[src/rtl/cexp_pkg.sv]
package cexp_pkg;
  typedef enum logic {
    FN_SRC_PATTERN = 1'b0,
    FN_SRC_LATCH   = 1'b1
  } fn_src_e;
endpackage

[src/rtl/cexp_pattern_src.sv]
module cexp_pattern_src #(
  parameter int NPIX    = 8,
  parameter int PIXW    = 8,
  parameter int PLANARW = 4
) (
  input  logic                 expand_en,
  input  logic                 planar_mode,
  input  logic [NPIX-1:0]      cpu_data,
  input  logic [PIXW-1:0]      fg_color,
  input  logic [PIXW-1:0]      bg_color,
  output logic [NPIX*PIXW-1:0] src_pix,
  output logic [NPIX-1:0]      src_we
);
  localparam logic [PIXW-1:0] PMASK = PIXW'((1 << PLANARW) - 1);

  logic [PIXW-1:0] fg_eff, bg_eff, cpu_eff;

  always_comb begin
    fg_eff  = planar_mode ? (fg_color & PMASK) : fg_color;
    bg_eff  = planar_mode ? (bg_color & PMASK) : bg_color;
    cpu_eff = planar_mode ? (PIXW'(cpu_data) & PMASK) : PIXW'(cpu_data);
  end

  for (genvar i = 0; i < NPIX; i++) begin : g_pix
    if (i == 0) begin : g_first
      assign src_pix[i*PIXW +: PIXW] = expand_en ?
        (cpu_data[NPIX-1-i] ? fg_eff : bg_eff) : cpu_eff;
      assign src_we[i] = 1'b1;
    end else begin : g_rest
      assign src_pix[i*PIXW +: PIXW] = expand_en ?
        (cpu_data[NPIX-1-i] ? fg_eff : bg_eff) : '0;
      assign src_we[i] = expand_en;
    end
  end
endmodule

[src/rtl/cexp_polarity.sv]
module cexp_polarity #(
  parameter int W = 8
) (
  input  logic         inv,
  input  logic [W-1:0] din,
  output logic [W-1:0] dout
);
  assign dout = inv ? ~din : din;
endmodule

[src/rtl/cexp_write_path.sv]
module cexp_write_path #(
  parameter int NPIX    = 8,
  parameter int PIXW    = 8,
  parameter int PLANARW = 4
) (
  input  logic                 clk,
  input  logic                 rst,
  input  logic                 wr_stb,
  input  logic                 expand_en,
  input  logic                 planar_mode,
  input  logic                 lat_inv,
  input  logic                 fn_inv,
  input  logic                 fn_use_latch,
  input  logic [NPIX-1:0]      cpu_data,
  input  logic [PIXW-1:0]      fg_color,
  input  logic [PIXW-1:0]      bg_color,
  input  logic [NPIX*PIXW-1:0] latch_data,
  output logic                 out_valid,
  output logic [NPIX-1:0]      pix_we,
  output logic [NPIX*PIXW-1:0] pix_data
);
  import cexp_pkg::*;

  localparam int              BUSW  = NPIX * PIXW;
  localparam logic [PIXW-1:0] PMASK = PIXW'((1 << PLANARW) - 1);

  logic [BUSW-1:0] src_pix, lat_pol, fn_res;
  logic [NPIX-1:0] src_we;
  fn_src_e         fn_sel;

  assign fn_sel = fn_use_latch ? FN_SRC_LATCH : FN_SRC_PATTERN;

  cexp_pattern_src #(.NPIX(NPIX), .PIXW(PIXW), .PLANARW(PLANARW)) u_src (
    .expand_en  (expand_en),
    .planar_mode(planar_mode),
    .cpu_data   (cpu_data),
    .fg_color   (fg_color),
    .bg_color   (bg_color),
    .src_pix    (src_pix),
    .src_we     (src_we)
  );

  cexp_polarity #(.W(BUSW)) u_lat_pol (
    .inv (lat_inv),
    .din (latch_data),
    .dout(lat_pol)
  );

  for (genvar i = 0; i < NPIX; i++) begin : g_fn
    logic [PIXW-1:0] fn_out, pol_out;
    assign fn_out = (fn_sel == FN_SRC_LATCH) ? lat_pol[i*PIXW +: PIXW]
                                             : src_pix[i*PIXW +: PIXW];
    cexp_polarity #(.W(PIXW)) u_fn_pol (
      .inv (fn_inv),
      .din (fn_out),
      .dout(pol_out)
    );
    assign fn_res[i*PIXW +: PIXW] = planar_mode ? (pol_out & PMASK) : pol_out;
  end

  always_ff @(posedge clk) begin
    if (rst) begin
      out_valid <= 1'b0;
      pix_we    <= '0;
      pix_data  <= '0;
    end else begin
      out_valid <= wr_stb;
      pix_we    <= wr_stb ? src_we : '0;
      if (wr_stb) pix_data <= fn_res;
    end
  end
endmodule

[config.mk]
export PLATFORM = sky130hd
export DESIGN_NAME = cexp_write_path
export DESIGN_NICKNAME = d
export VERILOG_FILES = /design/src/rtl/cexp_pkg.sv /design/src/rtl/cexp_pattern_src.sv /design/src/rtl/cexp_polarity.sv /design/src/rtl/cexp_write_path.sv
export SDC_FILE = /design/constraint.sdc
export NUM_CORES = 1
export LEC_CHECK = 0
export ABC_CLOCK_PERIOD_IN_PS = 3100
export BUFFER_PORTS_ARGS = -buffer_cell sky130_fd_sc_hd__buf_2
export CAP_MARGIN = 40
export CORE_MARGIN = 2
export CORE_UTILIZATION = 57
export CTS_BUF_LIST = sky130_fd_sc_hd__clkbuf_4 sky130_fd_sc_hd__clkbuf_8
export DETAILED_ROUTE_END_ITERATION = 12
export PLACE_DENSITY = 0.91
export SLEW_MARGIN = 20
export SYNTH_ARGS = -nofsm -noshare
export SYNTH_HDL_FRONTEND = slang
export SYNTH_SLANG_ARGS = --single-unit
[constraint.sdc]
create_clock -name clk -period 3.1 [get_ports clk]
set_input_delay 0.155 -clock clk [delete_from_list [all_inputs] [get_ports clk]]
set_output_delay 0.155 -clock clk [all_outputs]
set_load 0.02 [all_outputs]
* Yosys cells after proc, flatten, opt, wreduce, memory -nomap -nowiden
Index checks and enable logic that the tools add are counted.
** Cells by class
- Reduce and logical (&&, ||, !) cells :: 1
- Bitwise logic cells :: 10
- Muxes and demuxes :: 46
** Operators by type and width (number)
- two-way mux 8 bit :: 43
- two-way mux 64 bit :: 1
- NOT 64 bit :: 1
- NOT 8 bit :: 8
- two-way mux 1 bit :: 2
- OR reduction 2 bit :: 1
- NOT 1 bit :: 1
** Word-level totals
- Output and inout bits :: 73
- Input port bits :: 96
- Register bits after elaboration :: 67
- Logic and storage cells :: 61

* Longest topological paths before layout
Gate-level depths: netlist (run 1).
- Depth after elaboration :: 7
- Depth in mapped cells :: 6
- Depth with buffers taken out :: 4

* Modules after synthesis
Synthesis (run 1) repeated with hierarchy kept, for this count alone.
** Second synthesis, totals
- Cell total of the unflattened synthesis :: 657
- Area total of the unflattened synthesis :: 6004.5 µm²
** Modules (own cells, without submodules)
- cexp_write_path :: instances 1, sequential area each 1461.4 µm², area each 3493.4 µm², cells each 335
- cexp_pattern_src :: instances 1, sequential area each 0.0 µm², area each 1198.6 µm², cells each 179
- cexp_polarity (u_lat_pol) :: instances 1, sequential area each 0.0 µm², area each 661.9 µm², cells each 71
- cexp_polarity (g_fn[0].u_fn_pol ...) :: instances 8, sequential area each 0.0 µm², area each 81.3 µm², cells each 9

* Worst setup path after synthesis (run 1)
Ideal clock, no wire load.
- Path kind :: in2reg
- Start point :: in cpu_data[4]
- End point :: reg pix_data[25]
- Stages on the path :: 5
- Path slack :: 1.845 ns
- Arrival time :: 1.123 ns
- Path buffers :: 1
- Setup time :: 0.132 ns
- Data required time :: 2.968 ns
- Cell sequence :: buf_2 mux2_2 a22oi_1 mux2i_1 o21ai_0
** On the way
- Word-level cells in the longest chain between the ends :: 6
** RTL lines
- from (decl) :: RTL line cexp_write_path.sv:14 : input logic [NPIX-1:0] cpu_data,
- two-way mux 8 bit * :: RTL line cexp_pattern_src.sv:31 : (cpu_data[NPIX-1-i] ? fg_eff : bg_eff) : '0;
- two-way mux 8 bit * :: RTL line cexp_pattern_src.sv:30 : assign src_pix[i*PIXW +: PIXW] = expand_en ?
- two-way mux 8 bit * :: RTL line cexp_write_path.sv:51 : assign fn_out = (fn_sel == FN_SRC_LATCH) ? lat_pol[i*PIXW +: PIXW]
- NOT 8 bit :: RTL line cexp_polarity.sv:8 : assign dout = inv ? ~din : din;
- two-way mux 8 bit * :: RTL line cexp_polarity.sv:8
- two-way mux 8 bit * :: RTL line cexp_write_path.sv:58 : assign fn_res[i*PIXW +: PIXW] = planar_mode ? (pol_out & PMASK) : pol_out;
- to (signal assigned) :: RTL line cexp_write_path.sv:69 : if (wr_stb) pix_data <= fn_res;
- to (decl) :: RTL line cexp_write_path.sv:20 : output logic [NPIX*PIXW-1:0] pix_data
Every way passes the cells marked *; elsewhere a longest branch is shown, timed or not.
A chain may end at the register's enable or synchronous reset.

* Worst setup path after layout (run 1)
- Start point :: in fn_use_latch
- End point :: reg pix_data[35]
** On the way
- Word-level cells in the longest chain between the ends :: 5
** RTL lines
- from (decl) :: RTL line cexp_write_path.sv:13 : input logic fn_use_latch,
- two-way mux 1 bit * :: RTL line cexp_write_path.sv:31 : assign fn_sel = fn_use_latch ? FN_SRC_LATCH : FN_SRC_PATTERN;
- two-way mux 8 bit * :: RTL line cexp_write_path.sv:51
- NOT 8 bit :: RTL line cexp_polarity.sv:8
- two-way mux 8 bit * :: RTL line cexp_polarity.sv:8
- two-way mux 8 bit * :: RTL line cexp_write_path.sv:58
Marks and branches as above.

==> load_flow_metrics.sql, run 1 <==
INSERT INTO impl_metrics (metric_group, metric, value, unit) VALUES
('outcome', 'status', 'completed', ''),
('power', 'p_int', '1.53', 'mW'),
('global_routing', 'grt_pass1_wl', '22.1', 'mm'),
('synth', 'synth_sequential_area_ratio', '0.271', ''),
('power', 'power.leakage', '2.58', 'nW'),
('clock_network', 'cts_root_buf', 'sky130_fd_sc_hd__clkbuf_8', ''),
('global_routing', 'grtUsageTotal', '0.307', ''),
('clock_network', 'path_clk_slew', '70', 'ps'),
('setup_path', 'cp-end-kind', 'register', ''),
('route', 'drt_pre_antenna_iters', '5', ''),
('floorplan', 'coreArea', '8260', 'um^2'),
('timing', 'timing.setup.tns', '0', 'ps'),
('floorplan', 'floorplan.rows', '33', ''),
('power', 'report.power.total', '2.31', 'mW'),
('power', 'sequentialPowerShare', '0.408', ''),
('clock_network', 'post_cts_buffers', '0', ''),
('synth', 'synth_cell_type_count', '30', ''),
('timing', 'timing_hold_violations_final', '0', ''),
('route', 'vias', '4739', ''),
('timing', 'min_period', '1690', 'ps'),
('synth', 'number_of_storage_elements_in_the_synthesis_netlist', '66', ''),
('setup_path', 'worst_path_max_fanout', '31', ''),
('place', 'gp_congestion', '0.838', ''),
('route', 'starting_drt_drc_count', '263', ''),
('finish', 'multi_input_area', '3220', 'um^2'),
('clock_network', 'tritoncts', 'yes', ''),
('finish', 'n_antenna_cell', '0', ''),
('finish', 'design.final.nets', '763', ''),
('power', 'combinationalPowerShare', '0.300', ''),
('clock_network', 'cts_resized', '0', ''),
('place', 'buffer_ports.inserted', '168', ''),
('clock_network', 'clock_sink_count', '66', ''),
('timing', 'max-slew-margin-rel', '0.509', ''),
('power', 'sw_frac_of_total', '0.337', ''),
('finish', 'area_growth', '18.1', '%'),
('job', 'drv.max_cap_violation_count', '0', ''),
('global_routing', 'grt_remaining_overflow', '0', ''),
('timing', 'report.final.slew_viol_count', '0', ''),
('global_routing', 'number_of_global_route_vias_before_repair', '4476', ''),
('timing', 'rsz0062_at_grt', 'no', ''),
('finish', 'drive_above_1_share', '0.403', ''),
('clock_network', 'ctsHoldBuffers', '0', ''),
('route', 'drt-wirelength-per-cell', '18.5', 'um'),
('clock_network', 'clock_path_buffers', '2', ''),
('place', 'dpl.cell_count', '761', ''),
('power', 'power_density', '402', 'nW/um^2'),
('power', 'vdd.ir_drop.worst', '225', 'uV'),
('timing', 'setup-violations-final', '0', ''),
('floorplan', 'chipHeight', '96.5', 'um'),
('floorplan', 'floorplan.die.width', '96.5', 'um'),
('clock_network', 'cts_inserted_buffers', '9', ''),
('hold_path', 'worst_hold_path.num_cells', '4', ''),
('synth', 'synthCells', '541', ''),
('hold_path', 'min-delay-path-class', 'input pin to register', ''),
('global_routing', 'antenna_found_initial', '0', ''),
('timing', 'max_freq', '0.590', 'GHz'),
('setup_path', 'cp-start-kind', 'input pin', ''),
('finish', 'final_design_area_no_fill', '5760', 'um^2'),
('place', 'placed_cell_area', '5580', 'um^2'),
('setup_path', 'cp_data_required_time', '3300', 'ps'),
('synth', 'mappedNetlistNets', '637', ''),
('floorplan', 'ioPinCount', '169', ''),
('synth', 'syn-cell-area', '4880', 'um^2'),
('finish', 'num-fill-cells', '664', ''),
('route', 'drtAntennaViolNets', '0', ''),
('timing', 'worstMarginPinSlew', '737', 'ps'),
('setup_path', 'r2r.worst_path.cells', '2', ''),
('clock_network', 'htreeDepth', '3', ''),
('power', 'net-switching-power', '779', 'uW'),
('floorplan', 'floorplan.initialDensity', '0.590', ''),
('synth', 'syn-mean-instance-area', '9.01', 'um^2'),
('route', 'drc', '0', ''),
('finish', 'sequential_cell_area', '1320', 'um^2'),
('route', 'via_per_inst', '6.10', ''),
('timing', 'hold-worst-slack', '155', 'ps'),
('power', 'pwr-share-clk', '0.292', ''),
('clock_network', 'clkLatencyLatePin', '340', 'ps'),
('synth', 'yosysWarnings', '0', ''),
('floorplan', 'design.die.area', '9310', 'um^2'),
('setup_path', 'path_class', 'input pin to register', ''),
('finish', 'finish.cell_count_without_fillers', '777', ''),
('global_routing', 'maximum_number_of_pins_on_one_net_before_global_route_repair', '46', ''),
('timing', 'timing.final.crit_share', '0.547', ''),
('route', 'wirelength', '14.4', 'mm'),
('setup_path', 'arrival_time_worst_endpoint', '1900', 'ps'),
('place', 'dpl.hpwl', '10.0', 'mm'),
('timing', 'final.setup_skew', '0', 'ps');
flip-flops by register name (all words and copies together), names as in the netlist:
register	count
pix_we	2
pix_data	64
kinds of logic after synthesis:
family,count (synthesis),synth area share
AND/OR/NAND/NOR,128,0.138
AO/OA/AOI/OAI,125,0.191
multiplexers,96,0.212
flip-flops,66,0.271
XOR/XNOR,65,0.117
buffers and inverters,61,0.0706
synth_stat cells (all sizes together):
cell type / n / area share
nand2: 37 / 0.028
xor2: 60 / 0.11
nor4: 4 / 0.0051
nand3: 31 / 0.032
buf: 42 / 0.054
and2: 1 / 0.0013
mux2i: 37 / 0.076
nor2: 15 / 0.012
o211ai: 32 / 0.049
o21ai: 28 / 0.029
a221oi: 3 / 0.0092
nand2b: 30 / 0.038
nor3b: 3 / 0.010
xnor2: 5 / 0.0090
clkbuf: 19 / 0.016
a221o: 1 / 0.0021
nor2b: 4 / 0.0051
dfxtp: 66 / 0.27
a22oi: 57 / 0.098
nor4b: 3 / 0.0054
mux2: 59 / 0.14
a21oi: 4 / 0.0041
worst max-delay path, stage by stage:
cell,delay (ps)
sky130_fd_sc_hd__buf_2,300
sky130_fd_sc_hd__nor2b_2,650
sky130_fd_sc_hd__buf_4,350
sky130_fd_sc_hd__a22oi_1,140
sky130_fd_sc_hd__mux2i_1,200
sky130_fd_sc_hd__o21ai_1,90
power by group through the flow:
stage / registers (mW) / clock network (mW) / logic [mW]
final: 0.943 / 0.675 / 0.695
after global routing: 0.949 / 0.715 / 0.748
after CTS: 0.942 / 0.675 / 0.689
after detailed placement: 0.961 / 0 / 0.686
after global placement: 0.958 / 0 / 0.661
after floorplan: 1.03 / 0 / 0.403
area by class of cell:
type,count,share of cell area
Clock buffer,13,0.0278
Clock inverter,3,0.00261
Multi-Input combinational cell,414,0.560
Sequential cell,66,0.229
Tap cell,105,0.0228
Timing Repair Buffer,176,0.158
through the flow:
stage | setup slack (ps) | util
floorplan | 1850 | -
global placement | 1020 | 0.675
detailed placement | 1090 | 0.676
CTS | 1430 | 0.697
global route | 1240 | 0.697
finish | 1410 | 0.697
metal layers:
layer / up-vias / GRT usage / wire, um
met5: - / 0 / 0
met4: 0 / 0.124 / 400
met3: 37 / 0.0597 / 1250
met2: 268 / 0.527 / 7080
met1: 2240 / 0.378 / 5640
li1: 2194 / - / -
placed cells by master (no fill, tap or decap), types with 2 or more instances in the layout:
cell type and n:
sky130_fd_sc_hd__a221oi_2 3, sky130_fd_sc_hd__nor2_2 2, sky130_fd_sc_hd__buf_4 8, sky130_fd_sc_hd__nand3_1 31, sky130_fd_sc_hd__nor3b_4 3, sky130_fd_sc_hd__clkbuf_4 3
sky130_fd_sc_hd__nand2b_1 29, sky130_fd_sc_hd__xor2_1 60, sky130_fd_sc_hd__nor4b_1 3, sky130_fd_sc_hd__o21ai_0 14, sky130_fd_sc_hd__nor2b_1 3, sky130_fd_sc_hd__clkinv_2 3
sky130_fd_sc_hd__nor2_1 13, sky130_fd_sc_hd__nand2_1 37, sky130_fd_sc_hd__buf_2 167, sky130_fd_sc_hd__xnor2_1 5, sky130_fd_sc_hd__a21oi_1 4, sky130_fd_sc_hd__nor4_1 4
sky130_fd_sc_hd__a22oi_2 10, sky130_fd_sc_hd__dfxtp_1 66, sky130_fd_sc_hd__o211ai_1 32, sky130_fd_sc_hd__clkbuf_8 10, sky130_fd_sc_hd__mux2i_1 37, sky130_fd_sc_hd__o21ai_1 14
sky130_fd_sc_hd__a22oi_1 47, sky130_fd_sc_hd__mux2_2 59
worst paths after layout:
kind | start | to | slack, ps
worst max register to register | pix_data[3]$_SDFFE_PP0P_ | pix_data[3]$_SDFFE_PP0P_ | 2380
worst min register to register | pix_data[37]$_SDFFE_PP0P_ | pix_data[37]$_SDFFE_PP0P_ | 470
worst max-delay path | fn_use_latch | pix_data[35]$_SDFFE_PP0P_ | 1410
worst min-delay path | latch_data[1] | pix_data[1]$_SDFFE_PP0P_ | 160
No activity file was read; power rests on OpenSTA's default activity.
==> inputs of run 2 (changes only) <==
--- a/config.mk
+++ b/config.mk
@@ -5,14 +5,14 @@
 export SDC_FILE = /design/constraint.sdc
 export NUM_CORES = 1
 export LEC_CHECK = 0
-export ABC_CLOCK_PERIOD_IN_PS = 3100
+export ABC_CLOCK_PERIOD_IN_PS = 1600
 export BUFFER_PORTS_ARGS = -buffer_cell sky130_fd_sc_hd__buf_2
 export CAP_MARGIN = 40
 export CORE_MARGIN = 2
-export CORE_UTILIZATION = 57
+export CORE_UTILIZATION = 52
 export CTS_BUF_LIST = sky130_fd_sc_hd__clkbuf_4 sky130_fd_sc_hd__clkbuf_8
 export DETAILED_ROUTE_END_ITERATION = 12
-export PLACE_DENSITY = 0.91
+export PLACE_DENSITY = 0.85
 export SLEW_MARGIN = 20
 export SYNTH_ARGS = -nofsm -noshare
 export SYNTH_HDL_FRONTEND = slang
==> constraint.sdc (replaced) <==
create_clock -name clk -period 1.6 [get_ports clk]
set_input_delay 0.08 -clock clk [delete_from_list [all_inputs] [get_ports clk]]
set_output_delay 0.08 -clock clk [all_outputs]
set_load 0.02 [all_outputs]
==> run 2 against run 1 <==
Combinational power increased by 97%; setup slack got worse by 1200 ps; utilization decreased by 5.7 points; largest power group unchanged; register-to-register slack got worse by 1500 ps; critical path type unchanged; cell area increased by 1.8%; routed wire length increased by 2.6%; clock power increased by 91%; critical endpoint is now pix_data[0]$_SDFFE_PP0P_; non-clock buffer count increased by 11.
==> load_flow_metrics.sql, run 2 (synthesis results as in run 1) <==
INSERT INTO impl_metrics (metric_group, metric, value, unit) VALUES
('outcome', 'status', 'completed', ''),
('finish', 'flip_flop_count_of_the_largest_register_all_copies_and_words_added', '64', ''),
('setup_path', 'cpMaxStageDelayCell', 'sky130_fd_sc_hd__buf_4', ''),
('timing', 'min_period', '1370', 'ps'),
('place', 'dpl.hpwl', '10.4', 'mm'),
('timing', 'report.final.slew_viol_count', '0', ''),
('power', 'power_density', '766', 'nW/um^2'),
('power', 'sw_frac_of_total', '0.342', ''),
('global_routing', 'antenna_found_initial', '0', ''),
('finish', 'most_frequent_cells_in_the_layout', 'sky130_fd_sc_hd__buf_2, sky130_fd_sc_hd__dfxtp_1, sky130_fd_sc_hd__xor2_1', ''),
('floorplan', 'floorplan.die.width', '101', 'um'),
('finish', 'area_growth', '20.2', '%'),
('clock_network', 'htreeDepth', '3', ''),
('place', 'gp_congestion', '0.839', ''),
('timing', 'worstMarginPinSlew', '753', 'ps'),
('clock_network', 'clock_sink_count', '66', ''),
('timing', 'timing_hold_violations_final', '0', ''),
('finish', 'largest_register', 'pix_data', ''),
('clock_network', 'cts_inserted_buffers', '9', ''),
('timing', 'max-slew-margin-rel', '0.497', ''),
('floorplan', 'coreArea', '9150', 'um^2'),
('clock_network', 'post_cts_buffers', '0', ''),
('clock_network', 'ctsHoldBuffers', '0', ''),
('floorplan', 'ioPinCount', '169', ''),
('route', 'via_per_inst', '6.04', ''),
('timing', 'timing.final.crit_share', '0.854', ''),
('hold_path', 'min-delay-path-class', 'input pin to register', ''),
('floorplan', 'floorplan.rows', '35', ''),
('clock_network', 'cts_root_buf', 'sky130_fd_sc_hd__clkbuf_8', ''),
('route', 'drt_pre_antenna_iters', '4', ''),
('setup_path', 'timing.critical_path.slowest_cell_delay', '480', 'ps'),
('power', 'p_int', '2.95', 'mW'),
('power', 'power.leakage', '2.63', 'nW'),
('clock_network', 'clock_path_buffers', '2', ''),
('timing', 'max_freq', '0.732', 'GHz'),
('place', 'buffer_ports.inserted', '168', ''),
('setup_path', 'cp-start-kind', 'input pin', ''),
('job', 'drv.max_cap_violation_count', '0', ''),
('power', 'combinationalPowerShare', '0.306', ''),
('setup_path', 'worst_path_most_repeated_cell', 'sky130_fd_sc_hd__buf_4', ''),
('place', 'dpl.cell_count', '778', ''),
('route', 'drtAntennaViolNets', '0', ''),
('global_routing', 'grtUsageTotal', '0.279', ''),
('setup_path', 'worst_path_max_fanout', '35', ''),
('setup_path', 'path_class', 'input pin to register', ''),
('finish', 'largestRegisters', 'pix_data x64, pix_we x2', ''),
('floorplan', 'floorplan.initialDensity', '0.533', ''),
('finish', 'final_common_cell', 'sky130_fd_sc_hd__buf_2', ''),
('route', 'drt-wirelength-per-cell', '18.6', 'um'),
('finish', 'drive_above_1_share', '0.411', ''),
('setup_path', 'critical_path.cell_chain', 'buf_2 > buf_4 > buf_4 > nor2b_1 > nand2_1 > mux2i_1 > nor4_1', ''),
('global_routing', 'number_of_global_route_vias_before_repair', '4677', ''),
('timing', 'hold-worst-slack', '79.3', 'ps'),
('floorplan', 'design.die.area', '10200', 'um^2'),
('clock_network', 'clkLatencyLatePin', '340', 'ps'),
('route', 'drc', '0', ''),
('setup_path', 'arrival_time_worst_endpoint', '1610', 'ps'),
('finish', 'design.final.nets', '774', ''),
('route', 'starting_drt_drc_count', '205', ''),
('timing', 'setup-violations-final', '0', ''),
('timing', 'timing.setup.tns', '0', 'ps'),
('power', 'pwr-share-clk', '0.287', ''),
('clock_network', 'path_clk_slew', '70', 'ps'),
('timing', 'rsz0062_at_grt', 'no', ''),
('global_routing', 'grt_pass1_wl', '22.6', 'mm'),
('power', 'sequentialPowerShare', '0.407', ''),
('timing', 'final.setup_skew', '0', 'ps'),
('finish', 'finish.cell_count_without_fillers', '794', ''),
('route', 'vias', '4793', ''),
('setup_path', 'cp-end-kind', 'register', ''),
('clock_network', 'tritoncts', 'yes', ''),
('floorplan', 'chipHeight', '101', 'um'),
('power', 'vdd.ir_drop.worst', '551', 'uV'),
('power', 'net-switching-power', '1.53', 'mW'),
('global_routing', 'maximum_number_of_pins_on_one_net_before_global_route_repair', '36', ''),
('route', 'wirelength', '14.7', 'mm'),
('finish', 'n_antenna_cell', '0', ''),
('clock_network', 'cts_resized', '0', ''),
('global_routing', 'grt_remaining_overflow', '0', ''),
('setup_path', 'cp_data_required_time', '1840', 'ps');
-- run 2: routing by layer --
metal,wire [um],GRT usage
met3,1160,0.0569
met5,0,0
met1,5820,0.335
met4,394,0.113
met2,7370,0.486
-- run 2: metrics by stage --
step	total power [mW]	cell area (um^2)	utilization	setup slack, ps
3_3_place_gp	3.18	5680	0.621	-198
3_5_place_dp	3.22	5690	0.621	-99.3
6_report	4.49	5860	0.640	234
4_1_cts	4.51	5860	0.640	243
5_1_grt	4.67	5860	0.640	61.6
2_1_floorplan	2.78	4880	-	420
-- run 2: area by class of cell --
cell class	count	area, um^2
clock inverter	5	30.0
multi-input combinational	414	3230
timing repair buffer	187	998
tap	111	139
fill	769	3290
sequential	66	1320
clock buffer	11	145
-- run 2: worst max-delay path, delay by kind of cell --
kind / cells / cell delay [ps]
simple gates: 3 / 450
buf+inv: 3 / 970
mux: 1 / 100
-- run 2: worst paths after layout --
path,cells past startpoint,end,start,slack (ps)
worst max register to register,2,pix_data[0]$_SDFFE_PP0P_,pix_data[0]$_SDFFE_PP0P_,870
worst min-delay path,4,pix_data[3]$_SDFFE_PP0P_,latch_data[3],80
worst min register to register,2,pix_data[35]$_SDFFE_PP0P_,pix_data[35]$_SDFFE_PP0P_,470
worst max-delay path,7,pix_data[0]$_SDFFE_PP0P_,fn_use_latch,230
-- run 2: power by group through the flow --
stage	combinational, mW	clock, mW	sequential, mW
global placement	1.32	0	1.86
global route	1.47	1.37	1.84
CTS	1.36	1.32	1.83
finish	1.37	1.29	1.83
floorplan	0.780	0	2.00
detailed placement	1.36	0	1.86
==> inputs of run 3 (changes only) <==
--- a/config.mk
+++ b/config.mk
@@ -9,10 +9,11 @@
 export BUFFER_PORTS_ARGS = -buffer_cell sky130_fd_sc_hd__buf_2
 export CAP_MARGIN = 40
 export CORE_MARGIN = 2
-export CORE_UTILIZATION = 52
+export CORE_UTILIZATION = 40
 export CTS_BUF_LIST = sky130_fd_sc_hd__clkbuf_4 sky130_fd_sc_hd__clkbuf_8
 export DETAILED_ROUTE_END_ITERATION = 12
-export PLACE_DENSITY = 0.85
+export GPL_ROUTABILITY_DRIVEN = 0
+export PLACE_DENSITY = 0.68
 export SLEW_MARGIN = 20
 export SYNTH_ARGS = -nofsm -noshare
 export SYNTH_HDL_FRONTEND = slang
==> run 3 against run 2 <==
Global-route usage down 5.3 points; sequential power about the same; critical endpoint is now pix_data[30]$_SDFFE_PP0P_; sequential share of layout area down 0.30 points; largest cell class unchanged.
==> load_flow_metrics.sql, run 3 (synthesis results as in run 1) <==
INSERT INTO impl_metrics (metric_group, metric, value, unit) VALUES
('outcome', 'status', 'completed', ''),
('power', 'net-switching-power', '1.53', 'mW'),
('route', 'detail_route.wirelength.met1', '6.54', 'mm'),
('route', 'drc', '0', ''),
('floorplan', 'floorplan.rows', '40', ''),
('clock_network', 'ctsHoldBuffers', '0', ''),
('setup_path', 'worst_path_max_fanout', '36', ''),
('clock_network', 'htreeDepth', '3', ''),
('place', 'buffer_ports.inserted', '168', ''),
('place', 'dpl.cell_count', '815', ''),
('power', 'combinationalPowerShare', '0.298', ''),
('route', 'starting_drt_drc_count', '255', ''),
('power', 'power_density', '773', 'nW/um^2'),
('power', 'power.leakage', '2.65', 'nW'),
('clock_network', 'cts_resized', '0', ''),
('floorplan', 'chipHeight', '114', 'um'),
('timing', 'min_period', '1220', 'ps'),
('finish', 'n_antenna_cell', '0', ''),
('route', 'via_per_inst', '5.46', ''),
('place', 'dp_slack', '7.55', 'ps'),
('setup_path', 'path_class', 'input pin to register', ''),
('timing', 'max_freq', '0.822', 'GHz'),
('timing', 'rsz0062_at_grt', 'no', ''),
('job', 'drv.max_cap_violation_count', '0', ''),
('finish', 'sequential_cell_area', '1320', 'um^2'),
('power', 'vdd.ir_drop.worst', '321', 'uV'),
('timing', 'timing.final.crit_share', '0.760', ''),
('clock_network', 'path_clk_slew', '70', 'ps'),
('timing', 'setup-violations-final', '0', ''),
('timing', 'timing_hold_violations_final', '0', ''),
('timing', 'hold-worst-slack', '43.7', 'ps'),
('setup_path', 'cp-end-kind', 'register', ''),
('hold_path', 'min-delay-path-class', 'input pin to register', ''),
('finish', 'final_common_cell', 'sky130_fd_sc_hd__buf_2', ''),
('floorplan', 'coreArea', '12000', 'um^2'),
('floorplan', 'ioPinCount', '169', ''),
('floorplan', 'floorplan.initialDensity', '0.408', ''),
('global_routing', 'grtUsageTotal', '0.226', ''),
('setup_path', 'cp-start-kind', 'input pin', ''),
('route', 'met2_routed_wirelength', '7.12', 'mm'),
('clock_network', 'tritoncts', 'yes', ''),
('clock_network', 'clkLatencyLatePin', '350', 'ps'),
('global_routing', 'grt_pass1_wl', '23.2', 'mm'),
('place', 'placed_cell_area', '5750', 'um^2'),
('setup_path', 'cp_data_required_time', '1830', 'ps'),
('finish', 'design.final.nets', '775', ''),
('finish', 'largest_register', 'pix_data', ''),
('timing', 'report.final.slew_viol_count', '0', ''),
('clock_network', 'clock_sink_count', '66', ''),
('power', 'sequentialPowerShare', '0.397', ''),
('power', 'pwr-share-clk', '0.305', ''),
('finish', 'drive_above_1_share', '0.411', ''),
('clock_network', 'clock_path_buffers', '2', ''),
('timing', 'final.setup_skew', '0', 'ps'),
('finish', 'finish.cell_count_without_fillers', '830', ''),
('global_routing', 'maximum_number_of_pins_on_one_net_before_global_route_repair', '37', ''),
('place', 'dpl.hpwl', '10.6', 'mm'),
('finish', 'num-fill-cells', '1172', ''),
('global_routing', 'number_of_global_route_vias_before_repair', '4581', ''),
('route', 'topRoutingLayerUsed', 'met4', ''),
('power', 'sw_frac_of_total', '0.333', ''),
('route', 'wirelength', '14.9', 'mm'),
('clock_network', 'cts_inserted_buffers', '9', ''),
('floorplan', 'floorplan.die.width', '114', 'um'),
('route', 'route.met3.wl', '1.04', 'mm'),
('finish', 'multi_input_area', '3230', 'um^2'),
('finish', 'flip_flop_count_of_the_largest_register_all_copies_and_words_added', '64', ''),
('global_routing', 'antenna_found_initial', '0', ''),
('power', 'p_int', '3.06', 'mW'),
('floorplan', 'design.die.area', '13100', 'um^2'),
('clock_network', 'post_cts_buffers', '0', ''),
('finish', 'largestRegisters', 'pix_data x64, pix_we x2', ''),
('setup_path', 'arrival_time_worst_endpoint', '1450', 'ps'),
('finish', 'most_frequent_cells_in_the_layout', 'sky130_fd_sc_hd__buf_2, sky130_fd_sc_hd__dfxtp_1, sky130_fd_sc_hd__xor2_1', ''),
('global_routing', 'grt_remaining_overflow', '0', ''),
('timing', 'worstMarginPinSlew', '732', 'ps'),
('finish', 'final_design_area_no_fill', '5940', 'um^2'),
('finish', 'area_growth', '21.8', '%'),
('clock_network', 'cts_root_buf', 'sky130_fd_sc_hd__clkbuf_8', ''),
('route', 'vias', '4532', ''),
('route', 'drt-wirelength-per-cell', '18.0', 'um'),
('timing', 'final_worst_setup_slack', '384', 'ps'),
('route', 'drtAntennaViolNets', '0', ''),
('route', 'drt_pre_antenna_iters', '4', ''),
('timing', 'max-slew-margin-rel', '0.511', '');
-- run 3: cell types whose count changed in the layout (fill, tap and decap cells not counted), sizes merged --
| cell | delta |
|---|---|
| clkbuf | +2 |
| clkinvlp | -2 |
| buf | +1 |
| clkinv | -1 |
-- run 3: layout make-up --
cell class | count | area share
clock buffers | 13 | 0.0301
repair buffers | 188 | 0.171
flip-flops and latches | 66 | 0.222
multi-input cells | 414 | 0.543
clock inverters | 2 | 0.00169
well taps | 147 | 0.0310
-- run 3: path summary, 6_finish.rpt --
| kind | depth (start not counted) | end | start | slack, ps |
|---|---|---|---|---|
| setup / recovery | 6 | pix_data[30]$_SDFFE_PP0P_ | lat_inv | 380 |
| hold / removal | 2 | pix_we[0]$_SDFF_PP0_ | wr_stb | 40 |
| setup reg to reg | 2 | pix_data[3]$_SDFFE_PP0P_ | pix_data[3]$_SDFFE_PP0P_ | 910 |
| hold reg to reg | 2 | pix_data[24]$_SDFFE_PP0P_ | pix_data[24]$_SDFFE_PP0P_ | 470 |
-- run 3: critical path, cell delays in order --
cell and delay [ps]:
sky130_fd_sc_hd__buf_4 470, sky130_fd_sc_hd__buf_4 360, sky130_fd_sc_hd__xor2_1 220, sky130_fd_sc_hd__a22oi_1 110
sky130_fd_sc_hd__nand3_1 100, sky130_fd_sc_hd__o211ai_1 90
-- run 3: per-stage QoR --
stage	setup TNS, ps	total power, mW	util
2_1_floorplan	0	2.78	-
3_3_place_gp	-5690	3.20	0.480
3_5_place_dp	0	3.23	0.481
4_1_cts	0	4.63	0.497
5_1_grt	0	4.80	0.497
6_report	0	4.59	0.497
-- run 3: power groups by stage --
stage | logic [mW] | clock network (mW) | registers, mW
2_1_floorplan | 0.780 | 0 | 2.00
3_3_place_gp | 1.34 | 0 | 1.86
3_5_place_dp | 1.37 | 0 | 1.86
4_1_cts | 1.38 | 1.43 | 1.82
5_1_grt | 1.48 | 1.49 | 1.84
6_report | 1.37 | 1.40 | 1.82
-- run 3: layer usage --
layer / track usage / up-vias
met5: 0 / -
met4: 0.0772 / 0
met3: 0.0397 / 17
met2: 0.392 / 157
met1: 0.282 / 2139
li1: - / 2219
